`src/rtl/nseq_pkg.sv`:
```
package nseq_pkg;

    typedef enum logic [2:0] {
        PH_IDLE,
        PH_SETUP,
        PH_WIDTH,
        PH_HOLD,
        PH_WAIT
    } phase_e;

    typedef enum logic [1:0] {
        CY_CMD,
        CY_ADDR,
        CY_WDATA,
        CY_RDATA
    } cyc_e;

    localparam int unsigned REG_AW   = 4;
    localparam int unsigned REG_DW   = 32;
    localparam int unsigned BUS_W    = 8;
    localparam int unsigned NFIELDS  = 8;
    localparam int unsigned NIRQ     = 2;

    localparam logic [REG_AW-1:0] RA_DATA  = 4'd0;
    localparam logic [REG_AW-1:0] RA_CMD   = 4'd1;
    localparam logic [REG_AW-1:0] RA_ADDR  = 4'd2;
    localparam logic [REG_AW-1:0] RA_CTRL  = 4'd3;
    localparam logic [REG_AW-1:0] RA_CFG   = 4'd4;
    localparam logic [REG_AW-1:0] RA_STAT  = 4'd5;
    localparam logic [REG_AW-1:0] RA_ISTAT = 4'd6;
    localparam logic [REG_AW-1:0] RA_IEN   = 4'd7;
    localparam logic [REG_AW-1:0] RA_ICLR  = 4'd8;
    localparam logic [REG_AW-1:0] RA_TIME  = 4'd9;
    localparam logic [REG_AW-1:0] RA_COUNT = 4'd10;

    localparam int unsigned CE_BIT   = 5;
    localparam int unsigned SRST_BIT = 2;

    // field index order inside the timing word, lowest nibble first
    localparam int unsigned FI_SETUP = 0;
    localparam int unsigned FI_HOLD  = 1;
    localparam int unsigned FI_WIDTH = 2;
    localparam int unsigned FI_READY = 3;
    localparam int unsigned FI_WBASE = 4;

endpackage

```
`src/rtl/nseq_rdy_sync.sv`:
```
module nseq_rdy_sync #(
    parameter int unsigned STAGES = 2
) (
    input  logic clk,
    input  logic rst_n,
    input  logic pin_i,
    output logic level_o,
    output logic rise_o
);
    localparam int unsigned CHAIN = STAGES + 1;

    logic [CHAIN-1:0] chain_q;

    generate
        for (genvar g = 0; g < CHAIN; g++) begin : g_stage
            if (g == 0) begin : g_first
                always_ff @(posedge clk or negedge rst_n) begin
                    if (!rst_n) chain_q[g] <= 1'b0;
                    else        chain_q[g] <= pin_i;
                end
            end else begin : g_next
                always_ff @(posedge clk or negedge rst_n) begin
                    if (!rst_n) chain_q[g] <= 1'b0;
                    else        chain_q[g] <= chain_q[g-1];
                end
            end
        end
    endgenerate

    assign level_o = chain_q[STAGES-1];
    assign rise_o  = chain_q[STAGES-1] & ~chain_q[STAGES];

endmodule

```
`src/rtl/nseq_timer.sv`:
```
module nseq_timer
    import nseq_pkg::*;
#(
    parameter int unsigned FW = 4,
    parameter int unsigned BW = 8
) (
    input  logic              clk,
    input  logic              rst_n,
    input  logic              start_i,
    input  cyc_e              kind_i,
    input  logic [BW-1:0]     wbyte_i,
    input  logic [NFIELDS*FW-1:0] timing_i,
    input  logic [BW-1:0]     dq_i,
    output logic              busy_o,
    output logic              done_o,
    output logic [BW-1:0]     rbyte_o,
    output logic              cle_o,
    output logic              ale_o,
    output logic              we_n_o,
    output logic              re_n_o,
    output logic [BW-1:0]     dq_o,
    output logic              dq_oe_o
);
    typedef struct packed {
        phase_e        phase;
        logic [FW-1:0] cnt;
        cyc_e          kind;
        logic [BW-1:0] byte_v;
        logic          done;
    } tstate_t;

    tstate_t st_d, st_q;

    // phase length minus one; a zero field still lasts one clock
    function automatic logic [FW-1:0] load_of(input logic rd, input int unsigned fidx);
        logic [FW-1:0] f;
        int unsigned   base;
        base = rd ? 0 : FI_WBASE;
        f    = timing_i[(base + fidx)*FW +: FW];
        return (f == '0) ? '0 : f - 1'b1;
    endfunction

    logic is_rd;
    logic active;

    assign is_rd  = (st_q.kind == CY_RDATA);
    assign active = (st_q.phase == PH_SETUP) || (st_q.phase == PH_WIDTH) ||
                    (st_q.phase == PH_HOLD);

    always_comb begin
        st_d      = st_q;
        st_d.done = 1'b0;
        case (st_q.phase)
            PH_IDLE: begin
                if (start_i) begin
                    st_d.phase  = PH_SETUP;
                    st_d.kind   = kind_i;
                    st_d.byte_v = wbyte_i;
                    st_d.cnt    = load_of(kind_i == CY_RDATA, FI_SETUP);
                end
            end
            PH_SETUP: begin
                if (st_q.cnt != '0) st_d.cnt = st_q.cnt - 1'b1;
                else begin
                    st_d.phase = PH_WIDTH;
                    st_d.cnt   = load_of(is_rd, FI_WIDTH);
                end
            end
            PH_WIDTH: begin
                if (st_q.cnt != '0) st_d.cnt = st_q.cnt - 1'b1;
                else begin
                    st_d.phase = PH_HOLD;
                    st_d.cnt   = load_of(is_rd, FI_HOLD);
                    if (is_rd) st_d.byte_v = dq_i;
                end
            end
            PH_HOLD: begin
                if (st_q.cnt != '0) st_d.cnt = st_q.cnt - 1'b1;
                else begin
                    st_d.phase = PH_WAIT;
                    st_d.cnt   = load_of(is_rd, FI_READY);
                end
            end
            PH_WAIT: begin
                if (st_q.cnt != '0) st_d.cnt = st_q.cnt - 1'b1;
                else begin
                    st_d.phase = PH_IDLE;
                    st_d.done  = 1'b1;
                end
            end
            default: st_d.phase = PH_IDLE;
        endcase
    end

    always_ff @(posedge clk or negedge rst_n) begin
        if (!rst_n) begin
            st_q <= '{phase: PH_IDLE, cnt: '0, kind: CY_CMD, byte_v: '0, done: 1'b0};
        end else begin
            st_q <= st_d;
        end
    end

    assign busy_o  = (st_q.phase != PH_IDLE);
    assign done_o  = st_q.done;
    assign rbyte_o = st_q.byte_v;
    assign cle_o   = active && (st_q.kind == CY_CMD);
    assign ale_o   = active && (st_q.kind == CY_ADDR);
    assign we_n_o  = !((st_q.phase == PH_WIDTH) && !is_rd);
    assign re_n_o  = !((st_q.phase == PH_WIDTH) && is_rd);
    assign dq_o    = st_q.byte_v;
    assign dq_oe_o = active && !is_rd;


    latch_excl_chk: assert property (@(posedge clk) disable iff (!rst_n)
        !(cle_o && ale_o));


    strobe_excl_chk: assert property (@(posedge clk) disable iff (!rst_n)
        !(!we_n_o && !re_n_o));


    width_stay_chk: assert property (@(posedge clk) disable iff (!rst_n)
        (st_q.phase == PH_WIDTH && st_q.cnt != '0) |=> (st_q.phase == PH_WIDTH));

endmodule

```
`src/rtl/nand_seq.sv`:
```
module nand_seq
    import nseq_pkg::*;
#(
    parameter int unsigned FIELD_W     = 4,
    parameter int unsigned CNT_W       = 16,
    parameter int unsigned SYNC_STAGES = 2
) (
    input  logic        clk,
    input  logic        rst_n,
    input  logic        req_valid,
    input  logic        req_write,
    input  logic [3:0]  req_addr,
    input  logic [31:0] req_wdata,
    output logic        req_ready,
    output logic        rsp_valid,
    output logic [31:0] rsp_data,
    output logic        irq,
    output logic        nand_cle,
    output logic        nand_ale,
    output logic        nand_we_n,
    output logic        nand_re_n,
    output logic        nand_ce_n,
    output logic [7:0]  nand_dq_out,
    output logic        nand_dq_oe,
    input  logic [7:0]  nand_dq_in,
    input  logic        nand_rdy
);
    localparam int unsigned TW = NFIELDS * FIELD_W;

    typedef struct packed {
        logic              cfg_ce;
        logic [TW-1:0]     timing;
        logic [NIRQ-1:0]   ien;
        logic [NIRQ-1:0]   ist;
        logic [CNT_W-1:0]  tcount;
        logic              pend;
        logic              pend_rd;
        logic              pend_dat;
        logic              rsp_valid;
        logic [REG_DW-1:0] rsp_data;
    } rstate_t;

    localparam rstate_t RST_Q = '{
        cfg_ce: 1'b0, timing: '0, ien: '0, ist: '0, tcount: '0,
        pend: 1'b0, pend_rd: 1'b0, pend_dat: 1'b0,
        rsp_valid: 1'b0, rsp_data: '0
    };

    rstate_t rs_d, rs_q;

    logic             rdy_lvl, rdy_rise;
    logic             tm_start, tm_busy, tm_done;
    cyc_e             tm_kind;
    logic [BUS_W-1:0] tm_rbyte;
    logic             acc;
    logic             wr_acc;
    logic [NIRQ-1:0]  clr_mask;

    nseq_rdy_sync #(.STAGES(SYNC_STAGES)) u_sync (
        .clk     (clk),
        .rst_n   (rst_n),
        .pin_i   (nand_rdy),
        .level_o (rdy_lvl),
        .rise_o  (rdy_rise)
    );

    nseq_timer #(.FW(FIELD_W), .BW(BUS_W)) u_timer (
        .clk      (clk),
        .rst_n    (rst_n),
        .start_i  (tm_start),
        .kind_i   (tm_kind),
        .wbyte_i  (req_wdata[BUS_W-1:0]),
        .timing_i (rs_q.timing),
        .dq_i     (nand_dq_in),
        .busy_o   (tm_busy),
        .done_o   (tm_done),
        .rbyte_o  (tm_rbyte),
        .cle_o    (nand_cle),
        .ale_o    (nand_ale),
        .we_n_o   (nand_we_n),
        .re_n_o   (nand_re_n),
        .dq_o     (nand_dq_out),
        .dq_oe_o  (nand_dq_oe)
    );

    assign acc    = req_valid && !rs_q.pend;
    assign wr_acc = acc && req_write;
    assign clr_mask = (wr_acc && req_addr == RA_ICLR) ? req_wdata[NIRQ-1:0] : '0;

    always_comb begin
        rs_d           = rs_q;
        rs_d.rsp_valid = 1'b0;
        tm_start       = 1'b0;
        tm_kind        = CY_CMD;

        // flag clear first so a same-cycle set wins
        rs_d.ist = rs_q.ist & ~clr_mask;
        if (rdy_rise) rs_d.ist[0] = 1'b1;

        if (tm_done) begin
            rs_d.pend     = 1'b0;
            rs_d.pend_rd  = 1'b0;
            rs_d.pend_dat = 1'b0;
            if (rs_q.pend_rd) begin
                rs_d.rsp_valid = 1'b1;
                rs_d.rsp_data  = {{(REG_DW-BUS_W){1'b0}}, tm_rbyte};
            end
            if (rs_q.pend_dat && rs_q.tcount != '0) begin
                rs_d.tcount = rs_q.tcount - 1'b1;
                if (rs_q.tcount == CNT_W'(1)) rs_d.ist[1] = 1'b1;
            end
        end

        if (acc) begin
            if (req_write) begin
                case (req_addr)
                    RA_DATA: begin
                        tm_start      = 1'b1;
                        tm_kind       = CY_WDATA;
                        rs_d.pend     = 1'b1;
                        rs_d.pend_dat = 1'b1;
                    end
                    RA_CMD: begin
                        tm_start  = 1'b1;
                        tm_kind   = CY_CMD;
                        rs_d.pend = 1'b1;
                    end
                    RA_ADDR: begin
                        tm_start  = 1'b1;
                        tm_kind   = CY_ADDR;
                        rs_d.pend = 1'b1;
                    end
                    RA_CTRL:  if (req_wdata[SRST_BIT]) rs_d = RST_Q;
                    RA_CFG:   rs_d.cfg_ce = req_wdata[CE_BIT];
                    RA_IEN:   rs_d.ien    = req_wdata[NIRQ-1:0];
                    RA_TIME:  rs_d.timing = req_wdata[TW-1:0];
                    RA_COUNT: rs_d.tcount = req_wdata[CNT_W-1:0];
                    default: ;
                endcase
            end else begin
                if (req_addr == RA_DATA) begin
                    tm_start      = 1'b1;
                    tm_kind       = CY_RDATA;
                    rs_d.pend     = 1'b1;
                    rs_d.pend_rd  = 1'b1;
                    rs_d.pend_dat = 1'b1;
                end else begin
                    rs_d.rsp_valid = 1'b1;
                    case (req_addr)
                        RA_CFG:   rs_d.rsp_data = REG_DW'(rs_q.cfg_ce) << CE_BIT;
                        RA_STAT:  rs_d.rsp_data = REG_DW'(rdy_lvl);
                        RA_ISTAT: rs_d.rsp_data = REG_DW'(rs_q.ist);
                        RA_IEN:   rs_d.rsp_data = REG_DW'(rs_q.ien);
                        RA_TIME:  rs_d.rsp_data = REG_DW'(rs_q.timing);
                        RA_COUNT: rs_d.rsp_data = REG_DW'(rs_q.tcount);
                        default:  rs_d.rsp_data = '0;
                    endcase
                end
            end
        end
    end

    always_ff @(posedge clk or negedge rst_n) begin
        if (!rst_n) rs_q <= RST_Q;
        else        rs_q <= rs_d;
    end

    assign req_ready = !rs_q.pend;
    assign rsp_valid = rs_q.rsp_valid;
    assign rsp_data  = rs_q.rsp_data;
    assign irq       = |(rs_q.ist & rs_q.ien);
    assign nand_ce_n = !rs_q.cfg_ce;


    stall_while_busy_chk: assert property (@(posedge clk) disable iff (!rst_n)
        tm_busy |-> !req_ready);


    rdy_flag_set_chk: assert property (@(posedge clk) disable iff (!rst_n)
        (rdy_rise && !(wr_acc && req_addr == RA_CTRL)) |=> rs_q.ist[0]);


    ce_stable_chk: assert property (@(posedge clk) disable iff (!rst_n)
        !(wr_acc && (req_addr == RA_CFG || req_addr == RA_CTRL)) |=> $stable(nand_ce_n));


    rsp_source_chk: assert property (@(posedge clk) disable iff (!rst_n)
        rsp_valid |-> ($past(tm_done) || $past(acc && !req_write)));

endmodule

```
`config.mk`:
```
export PLATFORM = sky130hd
export DESIGN_NAME = nand_seq
export DESIGN_NICKNAME = d
export VERILOG_FILES = /design/src/rtl/nseq_pkg.sv /design/src/rtl/nseq_rdy_sync.sv /design/src/rtl/nseq_timer.sv /design/src/rtl/nand_seq.sv
export SDC_FILE = /design/constraint.sdc
export NUM_CORES = 1
export LEC_CHECK = 0
export CORE_MARGIN = 3
export CORE_UTILIZATION = 45
export CTS_CLUSTER_DIAMETER = 40
export DETAILED_ROUTE_END_ITERATION = 8
export HOLD_SLACK_MARGIN = 0.05
export PLACE_DENSITY = 0.76
export SLEW_MARGIN = 10
export SYNTH_ARGS = -nofsm -noshare
export SYNTH_HDL_FRONTEND = slang
export SYNTH_SLANG_ARGS = --single-unit
```
`constraint.sdc`:
```
create_clock -name clk -period 2.5 [get_ports clk]
set_clock_uncertainty 0.2 [all_clocks]
set_input_delay 0.5 -clock clk [delete_from_list [all_inputs] [get_ports clk]]
set_output_delay 0.5 -clock clk [all_outputs]
set_load 0.02 [all_outputs]
```
After elaboration in Yosys (flattened, before gate mapping)

Cells that the tools add are included.

Word-level logic and storage cells: 155
Output and inout bits: 49
Bits of input ports: 49
Register bits after elaboration: 110

Bitwise operators: 5
Mux-type cells: 54
Shift operators: 4
Add/sub/neg operators: 9
Equality and inequality tests: 26
Reduce and logical (&&, ||, !) cells: 39

Operators by type and width:

| operator                                                               | number |
|---|---|
| 32-bit one-hot mux with 6 select lines                                 | 1 |
| 33-bit two-way mux                                                     | 3 |
| 89-bit two-way mux                                                     | 1 |
| 32-bit by 33-bit variable part select with 4-bit output                | 2 |
| 32-bit one-hot mux with 2 select lines                                 | 1 |
| 54-bit two-way mux                                                     | 1 |
| 52-bit two-way mux                                                     | 1 |
| 36-bit two-way mux                                                     | 1 |
| 4-bit two-way mux                                                      | 8 |
| 16-bit one-hot mux with 2 select lines                                 | 1 |
| 32-bit by 6-bit variable part select with 4-bit output                 | 1 |
| 32-bit by 7-bit variable part select with 4-bit output                 | 1 |
| 30-bit by 1-bit adder with 30-bit output, second input constant        | 1 |
| 30-bit by 2-bit adder with 30-bit output, second input constant        | 1 |
| 3-bit two-way mux                                                      | 7 |
| 4-bit logical NOT                                                      | 5 |
| 4-bit one-hot mux with 5 select lines                                  | 1 |
| 4-bit by 1-bit subtractor with 4-bit output, second input constant     | 5 |
| 18-bit two-way mux                                                     | 1 |
| 17-bit two-way mux                                                     | 1 |
| 16-bit by 1-bit equality test with 1-bit output, second input constant | 1 |
| 4-bit by 3-bit equality test with 1-bit output, second input constant  | 4 |
| 16-bit two-way mux                                                     | 1 |
| 8-bit two-way mux                                                      | 2 |
| other kinds (37)                                                       | 85 |

Longest topological paths before layout

Depth after elaboration: 14
Depth in mapped cells: 11

Hierarchy

Synthesis repeated with hierarchy kept, for this count alone.

Cell total of the unflattened synthesis: 665
Area, all modules: 6427.4 µm²

Modules (own cells, without submodules):

| module        | cells each | area an instance (µm²) | seq. area each (µm²) | instances |
|---|---|---|---|---|
| nand_seq      | 418        | 4474.3                 | 2227.1               | 1 |
| nseq_timer    | 243        | 1864.3                 | 450.4                | 1 |
| nseq_rdy_sync | 4          | 88.8                   | 75.1                 | 1 |

Worst setup path after synthesis

OpenSTA, ideal clock, no wires.

Path kind: input -> register
Start point: input req_addr[0]
End point: register u_timer.st_q[13] (netlist bit)
Stages on the path: 9
Arrival time: 2.129 ns
Setup slack: 0.106 ns
Buffers on the path: 0
Cells stage by stage: nor4_4 > nand2_4 > mux2i_1 > ha_1 > nand2_1 > o2111ai_1 > o211ai_1 > a22oi_1 > o22a_1

Cells in the longest elaborated chain, start to end: 11

RTL lines:

| what                                                                                | line                             | text |
|---|---|---|
| start: declaration                                                                  | nand_seq.sv:12                   | `input logic [3:0] req_addr,` |
| 4-bit by 2-bit equality test with 1-bit output or 4-bit logical NOT (tied branches) | nand_seq.sv:116, nand_seq.sv:141 |  |
| 2-bit one-hot mux with 2 select lines or 2-bit two-way mux (tied branches)          | nand_seq.sv:116, nand_seq.sv:141 |  |
| 2-bit two-way mux                                                                   | nand_seq.sv:115                  | `if (req_write) begin` |
| 2-bit two-way mux                                                                   | nand_seq.sv:114                  | `if (acc) begin` |
| 2-bit equality test                                                                 | nseq_timer.sv:59                 | `st_d.cnt = load_of(kind_i == CY_RDATA, FI_SETUP);` |
| 3-bit two-way mux                                                                   | nseq_timer.sv:38                 | `base = rd ? 0 : FI_WBASE;` |
| 32-bit by 6-bit variable part select with 4-bit output                              | nseq_timer.sv:39                 | `f = timing_i[(base + fidx)*FW +: FW];` |
| 4-bit by 1-bit subtractor with 4-bit output or 4-bit logical NOT (tied branches)    | nseq_timer.sv:40                 | `return (f == '0) ? '0 : f - 1'b1;` |
| 4-bit two-way mux                                                                   | nseq_timer.sv:40                 |  |
| 17-bit two-way mux                                                                  | nseq_timer.sv:55                 | `if (start_i) begin` |
| 4-bit one-hot mux with 5 select lines                                               | nseq_timer.sv:53                 | `case (st_q.phase)` |
| end signal: assignment                                                              | nseq_timer.sv:97                 | `st_q <= '{phase: PH_IDLE, cnt: '0, kind: CY_CMD, byte_v: '0, done: 1'b0};` |
| end signal: assignment                                                              | nseq_timer.sv:99                 | `st_q <= st_d;` |
| end: declaration                                                                    | nseq_timer.sv:32                 | `tstate_t st_d, st_q;` |

Parallel ways exist; a longest one is shown, timed or not. The select of a mux whose other input is x is not followed.
A chain may end at the register's enable or synchronous reset.

Worst setup path after layout

Start point: register u_timer.st_q[10] (netlist bit)
End point: register u_timer.st_q[11] (netlist bit)

Cells in the longest elaborated chain, start to end: 8

RTL lines:

| what                                                                                                                              | line                                                 | text |
|---|---|---|
| 2-bit equality test *                                                                                                             | nseq_timer.sv:46                                     | `assign is_rd = (st_q.kind == CY_RDATA);` |
| 3-bit two-way mux *                                                                                                               | nseq_timer.sv:38                                     |  |
| 30-bit by 2-bit adder with 30-bit output, or another cell as far along                                                            | nseq_timer.sv:39                                     |  |
| 32-bit by 33-bit variable part select with 4-bit output or 32-bit by 7-bit variable part select with 4-bit output (tied branches) | nseq_timer.sv:39                                     |  |
| 4-bit by 1-bit subtractor with 4-bit output or 4-bit logical NOT (tied branches)                                                  | nseq_timer.sv:40                                     |  |
| 4-bit two-way mux                                                                                                                 | nseq_timer.sv:40                                     |  |
| 4-bit two-way mux, on equally long branches                                                                                       | nseq_timer.sv:78, nseq_timer.sv:63, nseq_timer.sv:70 |  |
| 4-bit one-hot mux with 5 select lines *                                                                                           | nseq_timer.sv:53                                     |  |

Every way passes the cells marked *; elsewhere a longest branch is shown, timed or not.

==> run_results.csv <==
group,metric,value,unit
yosys,ys.flop_type,"dfrtp_1",
yosys,synth_compound_area_share,20.1,%
yosys,synth_fa_ha_area_share,2.43,%
hold_path,holdCritPathClass,"flip-flop to flip-flop",
worst_setup_path,cp-start-kind,"flip-flop",
worst_setup_path,critPathCaptureType,"flip-flop",
sta,slew_viol_final,0,
sta,min_period,2440,ps
global_route,grt_max_degree,45,
routing,wl_per_cell,19.6,um
routing,ant_nets,0,
routing,wl_met3,1.62,mm
run_status,status,"finished clean",
routing,drc,0,
global_route,overflow,0,
clock_tree,cts_max_level,3,
worst_setup_path,crit_fanout,5,
cells_and_area,fin_util,59.0,%
die,coreArea,13300,um2
routing,topRoutingLayerUsed,"met4",
routing,drt-vias-per-instance,6.00,
cells_and_area,drive_gt1_share,15.3,%
power_and_ir_drop,finalPower,5.60,mW
clock_tree,clk_latency,350,ps
power_and_ir_drop,vdd_drop_max,461,uV
power_and_ir_drop,p_per_area,712,nW/um2
place,dpl.hpwl,13.8,mm
yosys,syn_inst,654,
worst_setup_path,cp.arrival,2460,ps
die,initial_core_util,46.3,%
sta,worstMarginPinSlew,664,ps
die,fp.dieW,123,um
routing,wl,18.3,mm
sta,period_share,97.4,%
sta,fmax,0.411,GHz
die,die_y,123,um
routing,drtPass1Iterations,5,
routing,vias,5598,
cells_and_area,syn_to_final_growth,27.5,%
yosys,synth_xor_area_share,2.98,%
sta,relSlewSlack,55.7,%
yosys,synth_area_per_cell,9.44,um2
sta,hold_violations,0,
yosys,synth_area,6180,um2
cells_and_area,final_nets,813,
yosys,synth_seq_cells,110,
yosys,synth_edf_count,0,
global_route,antenna_found_initial,0,
die,io-pin-count,98,
clock_tree,cts_made_buffers,9,
cells_and_area,final_area,7870,um2
yosys,synthSimpleGateAreaFrac,18.2,%
power_and_ir_drop,p_leak,3.35,nW
die,num_rows,42,
sta,holdWs,153,ps
global_route,track_usage,24.0,%
place,place_area,7440,um2
yosys,synth.area.mux_share,3.65,%
routing,routed-wl-met2,8.29,mm
sta,setup_viol,0,
cells_and_area,antenna-diode-count,0,
die,dieArea,15200,um2
worst_setup_path,worst_ep_required_time,2530,ps
clock_tree,tritoncts,"yes",
flow_run,drv_cap,0,
worst_setup_path,path_class,"flip-flop to flip-flop",
yosys,seq_area_frac_synth,44.6,%
yosys,synth_top_family_by_area,"compound AO/OA/AOI/OAI gates",
yosys,synth_nets,715,
routing,first_iter_violations,554,
routing,route.layer.met1.wl,7.82,mm
cells_and_area,fill_cells,1135,
clock_tree,clk_pin_slew,80,ps
yosys,yosysUniqueCellTypes,61,
clock_tree,cts.path.max_buffers,2,
sta,setup_tns,0,ps
global_route,grt_pass1_wl,28.4,mm
clock_tree,clkSinkCount,110,
yosys,yosysWarnings,0,
clock_tree,clockRootBuffer,"clkbuf_16",
place,routabilityCongestion,1.02,
sta,rsz0062_at_grt,"yes",
yosys,async_flop_share,100,%
global_route,grt_pass1_vias,5371,
place,io_buffers,97,
## path summary, 6_finish.rpt
| check | depth (start not counted) | startpoint | end | slack (ps) |
|---|---|---|---|---|
| setup reg to reg | 8 | u_timer.st_q[10] | u_timer.st_q[11] | 60 |
| hold reg to reg | 0 | u_sync.chain_q[0] | u_sync.level_o | 150 |
| setup / recovery | 8 | u_timer.st_q[10] | u_timer.st_q[11] | 60 |
| max in group asynchronous | 3 | rst_n | u_timer.st_q[16] | 990 |
| min in group asynchronous | 2 | rst_n | rsp_data[23] | 480 |
| hold / removal | 0 | u_sync.chain_q[0] | u_sync.level_o | 150 |
## cells in the mapped netlist (7+ instances only)
master	n	area, um2
dfrtp_1	110	2750
nor2_1	68	255
nand2_1	59	221
buf_4	40	300
a22o_1	33	289
a21oi_1	29	145
a22oi_1	28	210
mux2i_1	21	210
buf_2	20	100
nor3_1	20	100
o21ai_0	19	95.1
o21ai_1	19	95.1
clkbuf_1	17	63.8
xor2_1	13	114
ha_1	12	150
nand3_1	12	60.1
inv_1	8	30.0
nand4_1	8	50.1
o22ai_1	8	50.1
xnor2_1	8	70.1
a211oi_1	7	52.6
and3_1	7	43.8
o31ai_1	7	52.6
## area by class of cell
type	count	area [um2]	share of cell area, %
clock buffers	9	225	2.86
clock inverters	7	73.8	0.938
inverters	9	33.8	0.429
multi-input cells	458	3010	38.3
flip-flops and latches	110	2760	35.0
well taps	176	220	2.80
repair buffers	164	1550	19.7
## layer usage
layer	GRT usage, %	up-vias
li1	-	2533
met1	34.7	2729
met2	36.7	296
met3	4.21	40
met4	8.17	0
met5	0	-
## cell families after synthesis
group | Yosys count
fa+ha+maj | 12
mux | 22
flops | 110
buf+inv | 86
simple gates | 225
compound gates | 178
xor+xnor | 21
## sequential cells by signal, summed over array words and instances (netlist names)
name            count
rs_q               56
rsp_data           32
u_timer.st_q        9
u_timer.dq_o        8
u_sync.chain_q      2
rsp_valid           1
u_sync.level_o      1
u_timer.done_o      1
## cell usage in the layout (no fill, tap or decap), types with 8 or more instances in the layout
cell type	netlist	final
a21oi_1	29	28
buf_4	40	60
nand2_1	59	58
xor2_1	13	13
mux2i_1	21	17
nand3_1	12	12
o22ai_1	8	8
clkdlybuf4s50_1	0	85
xnor2_1	8	8
o21ai_0	19	18
a22oi_1	28	28
a22o_1	33	33
ha_1	12	11
nor3_1	20	18
nand4_1	8	8
inv_1	8	8
clkbuf_16	0	9
nor2_1	68	66
o21ai_1	19	20
dfrtp_1	110	108
## what timing repair did
action	4_1_cts	5_1_grt
buffers inserted	3	3
hold buffers	1	0
endpoints found under the hold margin	41	0
gates resized for setup	14	20
pin swaps	3	8
setup endpoints to repair	10	13
## critical path, stage by stage (launching register included)
cell and delay [ps]:
dfrtp_1 390, and2_2 230, buf_4 180, mux2i_2 280, ha_1 250, and4_1 220, nor2_1 70, o311ai_2 350
a31oi_1 140
## where the power goes
part	switching [mW]	internal (mW)	total, mW
Clock	0.731	0.711	1.44
Combinational	1.03	0.851	1.88
Sequential	0.262	2.01	2.28
Total	2.03	3.58	5.60
## per-stage QoR
| step | cells | setup slack (ps) |
|---|---|---|
| 3_5_place_dp | 910 | -564 |
| 3_3_place_gp | 910 | -395 |
| 2_1_floorplan | 654 | 106 |
| 6_report | 933 | 65.0 |
| 5_1_grt | 933 | -55.7 |
| 4_1_cts | 930 | -0.451 |
Power figures use the tool's default switching activity.
